## config.mk

```make
export PLATFORM = sky130hd
export DESIGN_NAME = stream_splitter
export DESIGN_NICKNAME = d
export VERILOG_FILES = /design/src/rtl/splitter_pkg.sv /design/src/rtl/split_phase.sv /design/src/rtl/split_route.sv /design/src/rtl/stream_splitter.sv
export SDC_FILE = /design/constraint.sdc
export NUM_CORES = 1
export LEC_CHECK = 0
export BUFFER_PORTS_ARGS = -buffer_cell sky130_fd_sc_hd__buf_4
export CAP_MARGIN = 40
export CORE_UTILIZATION = 31
export CTS_BUF_LIST = sky130_fd_sc_hd__clkbuf_16
export CTS_CLUSTER_SIZE = 24
export DETAILED_ROUTE_END_ITERATION = 12
export PLACE_DENSITY_LB_ADDON = 0.1
export SYNTH_ARGS = -nofsm -noshare
export SYNTH_HDL_FRONTEND = slang
export SYNTH_SLANG_ARGS = --single-unit
```

## constraint.sdc

```tcl
create_clock -name clk -period 1.8 [get_ports clk]
set_input_delay 0.27 -clock clk [delete_from_list [all_inputs] [get_ports clk]]
set_output_delay 0.27 -clock clk [all_outputs]
set_load 0.02 [all_outputs]
```

## src/rtl/splitter_pkg.sv

```systemverilog
package splitter_pkg;
   typedef enum logic [1:0] {
      TAG_PASS  = 2'd0,
      TAG_EVEN  = 2'd1,
      TAG_ODD_A = 2'd2,
      TAG_ODD_B = 2'd3
   } sub_tag_e;

   localparam int unsigned POS_W = 2;
endpackage

```

## src/rtl/split_phase.sv

```systemverilog
module split_phase
   import splitter_pkg::*;
(
   input  logic             clk,
   input  logic             rst_n,
   input  logic             restart,
   input  logic             advance,
   output logic [POS_W-1:0] cur_pos
);
   logic [POS_W-1:0] pos_q;

   // a line start forces the current sample back to position zero
   assign cur_pos = restart ? '0 : pos_q;

   always_ff @(posedge clk) begin
      if (!rst_n)
         pos_q <= '0;
      else if (advance)
         pos_q <= cur_pos + 1'b1;
   end
endmodule

```

## src/rtl/split_route.sv

```systemverilog
module split_route
   import splitter_pkg::*;
#(
   parameter bit ALLOW_SUBSPLIT = 1'b1
) (
   input  logic             in_valid,
   input  logic [POS_W-1:0] cur_pos,
   input  logic             cfg_split,
   input  logic             cfg_odd_sub,
   input  logic             cfg_two_ch,
   input  logic             ch0_ready,
   input  logic             ch1_ready,
   output logic             ch0_valid,
   output logic             ch1_valid,
   output sub_tag_e         tag,
   output logic             in_ready
);
   logic sub_eff;
   logic to_ch1;

   generate
      if (ALLOW_SUBSPLIT) begin : g_sub
         assign sub_eff = cfg_odd_sub;
      end else begin : g_nosub
         assign sub_eff = 1'b0;
      end
   endgenerate

   always_comb begin
      if (!cfg_split)
         tag = TAG_PASS;
      else if (!cur_pos[0])
         tag = TAG_EVEN;
      else if (sub_eff && cur_pos[1])
         tag = TAG_ODD_B;
      else
         tag = TAG_ODD_A;
   end

   assign to_ch1    = cfg_split && cfg_two_ch && (tag != TAG_EVEN);
   assign ch0_valid = in_valid && !to_ch1;
   assign ch1_valid = in_valid && to_ch1;
   assign in_ready  = to_ch1 ? ch1_ready : ch0_ready;
endmodule

```

## src/rtl/stream_splitter.sv

```systemverilog
module stream_splitter
   import splitter_pkg::*;
#(
   parameter int unsigned DATA_W         = 16,
   parameter bit          ALLOW_SUBSPLIT = 1'b1
) (
   input  logic              clk,
   input  logic              rst_n,
   input  logic              in_valid,
   output logic              in_ready,
   input  logic [DATA_W-1:0] in_data,
   input  logic              in_line_start,
   input  logic              cfg_split,
   input  logic              cfg_odd_sub,
   input  logic              cfg_two_ch,
   output logic              ch0_valid,
   input  logic              ch0_ready,
   output logic [DATA_W-1:0] ch0_data,
   output logic [1:0]        ch0_tag,
   output logic              ch1_valid,
   input  logic              ch1_ready,
   output logic [DATA_W-1:0] ch1_data,
   output logic [1:0]        ch1_tag
);
   generate
      if (DATA_W < 1) begin : g_bad_width
         $error("stream_splitter: DATA_W must be at least 1");
      end
   endgenerate

   logic [POS_W-1:0] cur_pos;
   sub_tag_e         tag;
   logic             accept;

   assign accept = in_valid && in_ready;

   split_phase u_phase (
      .clk     (clk),
      .rst_n   (rst_n),
      .restart (in_line_start),
      .advance (accept),
      .cur_pos (cur_pos)
   );

   split_route #(.ALLOW_SUBSPLIT(ALLOW_SUBSPLIT)) u_route (
      .in_valid    (in_valid),
      .cur_pos     (cur_pos),
      .cfg_split   (cfg_split),
      .cfg_odd_sub (cfg_odd_sub),
      .cfg_two_ch  (cfg_two_ch),
      .ch0_ready   (ch0_ready),
      .ch1_ready   (ch1_ready),
      .ch0_valid   (ch0_valid),
      .ch1_valid   (ch1_valid),
      .tag         (tag),
      .in_ready    (in_ready)
   );

   assign ch0_data = in_data;
   assign ch1_data = in_data;
   assign ch0_tag  = tag;
   assign ch1_tag  = tag;
endmodule

```

==> results of run 1 <==
power groups by stage:
| stage | clock (mW) | sequential, mW | combinational, mW |
|---|---|---|---|
| 6_report | 0.332 | 0.0507 | 0.0586 |
| 3_5_place_dp | 0 | 0.0510 | 0.0593 |
| 5_1_grt | 0.348 | 0.0509 | 0.0643 |
| 4_1_cts | 0.337 | 0.0506 | 0.0594 |
| 3_3_place_gp | 0 | 0.0509 | 0.0606 |
| 2_1_floorplan | 0 | 0.0504 | 0.135 |
worst max-delay path by stage:
stage                             to  slack, ps  cells after the start
after floorplan           ch1_tag[0]        230                      3
after global placement     ch1_valid        460                      4
after detailed placement   ch1_valid        420                      4
after CTS                  ch1_valid        180                      4
after global routing       ch1_valid        110                      4
final                      ch1_valid        190                      4
cells by family (layout without fill, tap and decap cells):
logic type / count (synthesis) / in the layout / share of synthesized area
compound gates: 3 / 3 / 0.05557
mux: 2 / 2 / 0.05832
flops: 2 / 2 / 0.08889
buf+inv: 34 / 18 / 0.5667
simple gates: 16 / 16 / 0.2306
cell usage in the layout (no fill, tap or decap):
cell       synthesis  final
nand3b_1           1      1
and3_1             1      1
o32ai_1            2      2
mux2_2             1      1
nand4b_4           1      1
nor2b_1            1      1
clkbuf_16          0      3
mux2_4             1      1
a21boi_0           1      1
and2_1             2      2
buf_4             34     15
dfxtp_1            2      2
nand2b_1           1      1
nand2_1            5      5
nor2_1             2      2
nor3b_1            2      2
worst reg2reg max path, stage by stage (launching register included):
cell	delay, ps
dfxtp_1	410
nand4b_4	160
mux2_4	330
o32ai_1	110
Yosys cell counts:
library cell,number
a21boi_0,1
nand2_1,5
nor2_1,2
o32ai_1,2
nand3b_1,1
mux2_4,1
nand4b_4,1
nor2b_1,1
nand2b_1,1
and3_1,1
buf_4,34
mux2_2,1
dfxtp_1,2
and2_1,2
nor3b_1,2
cell type report:
type	instances	area (um^2)
multi-input cells	21	155.1
repair buffers	15	112.6
clock buffers	3	75.07
well taps	15	18.77
fillers	150	932.1
flip-flops and latches	2	40.04
metrics by stage:
stage | utilization | hold WS, ps
floorplan | - | 426.5
global placement | 0.2448 | 501.0
detailed placement | 0.2448 | 499.5
CTS | 0.3011 | 357.5
global route | 0.3011 | 383.4
finish | 0.3011 | 354.7
metal layers:
layer | GRT usage | routed length, um
met1 | 0.08170 | 268
met2 | 0.1089 | 213
met3 | 0.04444 | 96
met4 | 0.1466 | 25
met5 | 0 | 0
==> results.tsv, run 1 <==
stage	metric	value	unit
run_status	status	complete, no violations	
setup_path	path_cells	nor2b_1 > and2_1 > and3_1 > buf_4	
power	p_switching	0.07982	mW
power	combPwrFrac	0.133	
timing	worst_pin_slew	245.4	ps
cells_and_area	finalNetCount	68	
die	core_area	1334	um^2
timing	finalSetupViolCount	0	
clock_tree	cts_sinks	2	
clock_tree	cts_max_path_buffers	2	
clock_tree	h-tree-depth	1	
grt	gr-total-overflow	0	
cells_and_area	fin_area	401.6	um^2
clock_tree	cts_root_buf	clkbuf_16	
setup_path	r2r-end	u_phase.pos_q[0]$_SDFFE_PN0P_	
setup_path	cp-startpoint	u_phase.pos_q[0]$_SDFFE_PN0P_	
synth	syn_inst	57	
cells_and_area	final_cells	56	
clock_tree	clkTransAtPathRegs	30	ps
setup_path	crit_arrival	1340	ps
setup_path	cp-end-kind	output pin	
grt	grt_usage	0.08810	
power	cell_internal_pwr	0.3613	mW
clock_tree	cts_buffers	3	
setup_path	slowest_stage	dfxtp_1	
timing	slew_viol_final	0	
drt	routed_wl	603	um
cells_and_area	drive_gt1_frac	0.5122	
cells_and_area	reg_top3	u_phase.pos_q x2	
clock_tree	postCtsSetupBuffers	0	
run	drv_cap	0	
drt	wl_per_cell	10.77	um
placed_design	pre_cts_slack	422.4	ps
cells_and_area	largest_reg_flops	2	
synth	yosysUniqueCellTypes	15	
setup_path	crit_buf_inv	1	
power	power_density	1098	nW/um^2
synth	synthTopCellsByArea	buf_4, dfxtp_1, nand4b_4, nand2_1, o32ai_1	
setup_path	crit_path_max_fanout	5	
setup_path	reg2reg_depth	3	
timing	rsz0062_at_grt	false	
power	p_leak	0.1954	nW
die	die_w	40.12	um
synth	ys.warnings.count	0	
cells_and_area	largest-register	u_phase.pos_q	
power	pwr-share-seq	0.115	
die	num_rows	13	
grt	grt_max_degree	7	
synth	yosysTopAreaCellShare	0.5667	
clock_tree	clkLatencyLatePin	220	ps
drt	first_iter_violations	4	
drt	vias_per_cell	4.518	
die	boundaryPins	64	
timing	finalCriticalPeriod	1613	ps
timing	clock_skew	1.503	ps
timing	max_freq	0.6201	GHz
power	ir_worst_vdd	905.5	uV
synth	netlist_area	450.4	um^2
timing	slew_headroom	0.8350	
die	floorplan.initialDensity	0.3377	
die	die_area	1610	um^2
placed_design	numPortBuffers	15	
drt	drtAntennaViolNets	0	
power	p_sw_frac	0.1810	
timing	setup-tns-final	0	ps
setup_path	crit_path_max_incr_delay	410	ps
timing	finalHoldViolations	0	
setup_path	startpoint_type	register	
worst_hold_path	whs_path_depth	3	
timing	layout_setup_ws	187.4	ps
power	power.clock.fraction	0.752	
worst_hold_path	min_to	u_phase.pos_q[1]$_SDFFE_PN0P_	
synth	syn_nets	82	
cells_and_area	area_delta_synth_final	-10.83	%
setup_path	path_delay_family	simple AND/OR/NAND/NOR gates	
worst_hold_path	worstHoldStart	rst_n	
setup_path	rrSetupSlack	680	ps
cells_and_area	diodes	0	
synth	yosysTopAreaCell	buf_4	
die	die_h	40.12	um
setup_path	cp.required	1530	ps
drt	first_pass_iters	4	
drt	vias	253	
grt	grt_pass1_wl	828	um
timing	fin_crit_sh	0.8959	
clock_tree	holdBufCountCts	0	
placed_design	place_congestion	0.6613	
synth	syn_avg_cell_area	7.902	um^2
grt	antenna_found_initial	0	
synth	ys_seq_elements	2	
grt	grt_pass1_vias	213	
placed_design	placedCellCount	53	
synth	yosysSeqAreaShare	0.08889	
power	power	0.4411	mW
worst_hold_path	worst_hold_path_type	primary input to register	
drt	route.detailed.drc	0	
placed_design	placed_area	326.6	um^2
clock_tree	cts-resized-gates	0	
setup_path	critical_path_class	register to output pin	
clock_tree	cts_tree	done	
setup_path	reg2reg_from	u_phase.pos_q[0]$_SDFFE_PN0P_	
Note: power is estimated with default switching activity, not from simulation.
==> inputs of run 2 (changes only) <==
--- a/config.mk
+++ b/config.mk
@@ -5,7 +5,8 @@
 export SDC_FILE = /design/constraint.sdc
 export NUM_CORES = 1
 export LEC_CHECK = 0
-export BUFFER_PORTS_ARGS = -buffer_cell sky130_fd_sc_hd__buf_4
+export ABC_CLOCK_PERIOD_IN_PS = 1800
+export BUFFER_PORTS_ARGS = -buffer_cell sky130_fd_sc_hd__clkbuf_2
 export CAP_MARGIN = 40
 export CORE_UTILIZATION = 31
 export CTS_BUF_LIST = sky130_fd_sc_hd__clkbuf_16
@@ -15,3 +16,4 @@
 export SYNTH_ARGS = -nofsm -noshare
 export SYNTH_HDL_FRONTEND = slang
 export SYNTH_SLANG_ARGS = --single-unit
+export TNS_END_PERCENT = 5
==> results.tsv, run 2 (synthesized netlist as in run 1, its figures left out) <==
stage	metric	value	unit	change
setup_path	path_cells	nor2b_1 > and2_1 > and3_1 > clkbuf_2		
drt	drtAntennaViolNets	0		unchanged
setup_path	crit_path_max_incr_delay	410	ps	about the same
drt	route.detailed.drc	0		unchanged
cells_and_area	largest_reg_flops	2		unchanged
timing	holdWs	353.8	ps	-0.8750 ps
timing	slew_headroom	0.8439		+0.008910
grt	grt_usage	0.08467		-0.003432
setup_path	cp.required	1530	ps	about the same
drt	wl_per_cell	10.93	um	+1.5%
timing	worst_pin_slew	232.1	ps	-13.25 ps
die	core_area	1334	um^2	unchanged
clock_tree	cts_tree	done		
cells_and_area	layout_common_cells	clkbuf_2, nand2_1, clkbuf_16		
clock_tree	cts_sinks	2		unchanged
setup_path	cp-end-kind	output pin		
setup_path	crit_buf_inv	1		unchanged
setup_path	crit_path_max_fanout	5		unchanged
drt	first_pass_iters	4		unchanged
clock_tree	cts_buffers	3		unchanged
worst_hold_path	worst_hold_path_type	primary input to register		
die	boundaryPins	64		unchanged
timing	finalHoldViolations	0		unchanged
die	die_h	40.12	um	unchanged
die	die_w	40.12	um	unchanged
timing	rsz0062_at_grt	false		
power	power	0.4318	mW	-2.1%
power	ir_worst_vdd	660.8	uV	-27%
timing	max_freq	0.6055	GHz	-2.4%
grt	grt_max_degree	7		unchanged
drt	routed_wl	612	um	+1.5%
clock_tree	h-tree-depth	1		unchanged
timing	fin_crit_sh	0.9176		+0.02167
placed_design	dp_hpwl	472.9	um	
drt	vias	256		+1.2%
drt	vias_per_cell	4.571		+1.2%
die	num_rows	13		unchanged
clock_tree	cts_root_buf	clkbuf_16		
placed_design	numPortBuffers	15		unchanged
setup_path	critical_path_class	register to output pin		
grt	grt_pass1_wl	821	um	-0.85%
power	power_density	1186	nW/um^2	+8.0%
die	floorplan.initialDensity	0.3377		unchanged
grt	grt_pass1_vias	212		-0.47%
cells_and_area	finalNetCount	68		unchanged
timing	setup-tns-final	0	ps	unchanged
grt	antenna_found_initial	0		unchanged
clock_tree	cts_max_path_buffers	2		unchanged
die	die_area	1610	um^2	unchanged
run	drv_cap	0		unchanged
clock_tree	holdBufCountCts	0		unchanged
drt	first_iter_violations	5		+1
placed_design	pre_cts_slack	390.5	ps	-31.92 ps
clock_tree	cts-resized-gates	0		unchanged
clock_tree	postCtsSetupBuffers	0		unchanged
cells_and_area	layout_commonest_cell	clkbuf_2		
setup_path	startpoint_type	register		
cells_and_area	diodes	0		unchanged
cells_and_area	area_delta_synth_final	-19.17	%	
timing	finalSetupViolCount	0		unchanged
run_status	status	complete, no violations		
power	p_leak	0.1852	nW	-5.2%
timing	finalCriticalPeriod	1652	ps	+39.00 ps
cells_and_area	drive_gt1_frac	0.5122		unchanged
timing	slew_viol_final	0		unchanged
setup_path	path_delay_family	simple AND/OR/NAND/NOR gates		
timing	clock_skew	2.928	ps	+1.425 ps
setup_path	slowest_stage	dfxtp_1		
clock_tree	clkLatencyLatePin	220	ps	about the same
clock_tree	clkTransAtPathRegs	30	ps	about the same
grt	gr-total-overflow	0		unchanged
cells_and_area	reg_top3	u_phase.pos_q x2		
cells_and_area	nFillCells	147		-2.0%
cells_and_area	largest-register	u_phase.pos_q		
setup_path	crit_arrival	1380	ps	+40 ps
timing	layout_setup_ws	148.4	ps	-39.00 ps
placed_design	place_congestion	0.6443		-2.6%
[run 2: cell count changes in the layout (fill, tap and decap cells not counted)]
cell,delta
buf_4,-15
clkbuf_2,+15
[run 2: worst reg2reg max path: stages, from the launching register on]
cell and delay [ps]:
dfxtp_1 410, nand4b_4 170, mux2_4 340, o32ai_1 110
[run 2: report_power, final]
part	internal [mW]	switching, mW
combinational	0.0225	0.0275
clock	0.282	0.0489
sequential	0.0471	0.00340
total	0.352	0.0798
[run 2: metrics by stage]
step / instances / util / cell area (um^2)
CTS: 56 / 0.2730 / 364.1
global route: 56 / 0.2730 / 364.1
detailed placement: 53 / 0.2167 / 289.0
floorplan: 57 / - / 450.4
global placement: 53 / 0.2167 / 289.0
finish: 56 / 0.2730 / 364.1
[run 2: cell type report]
cell class | count | area (um^2) | area share
multi-input cells | 21 | 155.1 | 0.4261
clock buffers | 3 | 75.07 | 0.2062
repair buffers | 15 | 75.07 | 0.2062
flip-flops and latches | 2 | 40.04 | 0.1100
well taps | 15 | 18.77 | 0.05155
[run 2: layer usage]
metal  part of all wire  track usage  routed length (um)
met5                  0            0                   0
met4              0.013      0.09483                   8
met3               0.16      0.05556                  96
met2               0.40       0.1129                 247
met1               0.42      0.08170                 260
[run 2: worst paths after layout]
check,from,to,slack (ps),depth (start not counted)
worst max-delay path,u_phase.pos_q[0]$_SDFFE_PN0P_,ch1_valid,150,4
worst min-delay path,rst_n,u_phase.pos_q[0]$_SDFFE_PN0P_,350,3
worst max register to register,u_phase.pos_q[0]$_SDFFE_PN0P_,u_phase.pos_q[1]$_SDFFE_PN0P_,680,3
worst min register to register,u_phase.pos_q[1]$_SDFFE_PN0P_,u_phase.pos_q[1]$_SDFFE_PN0P_,510,2
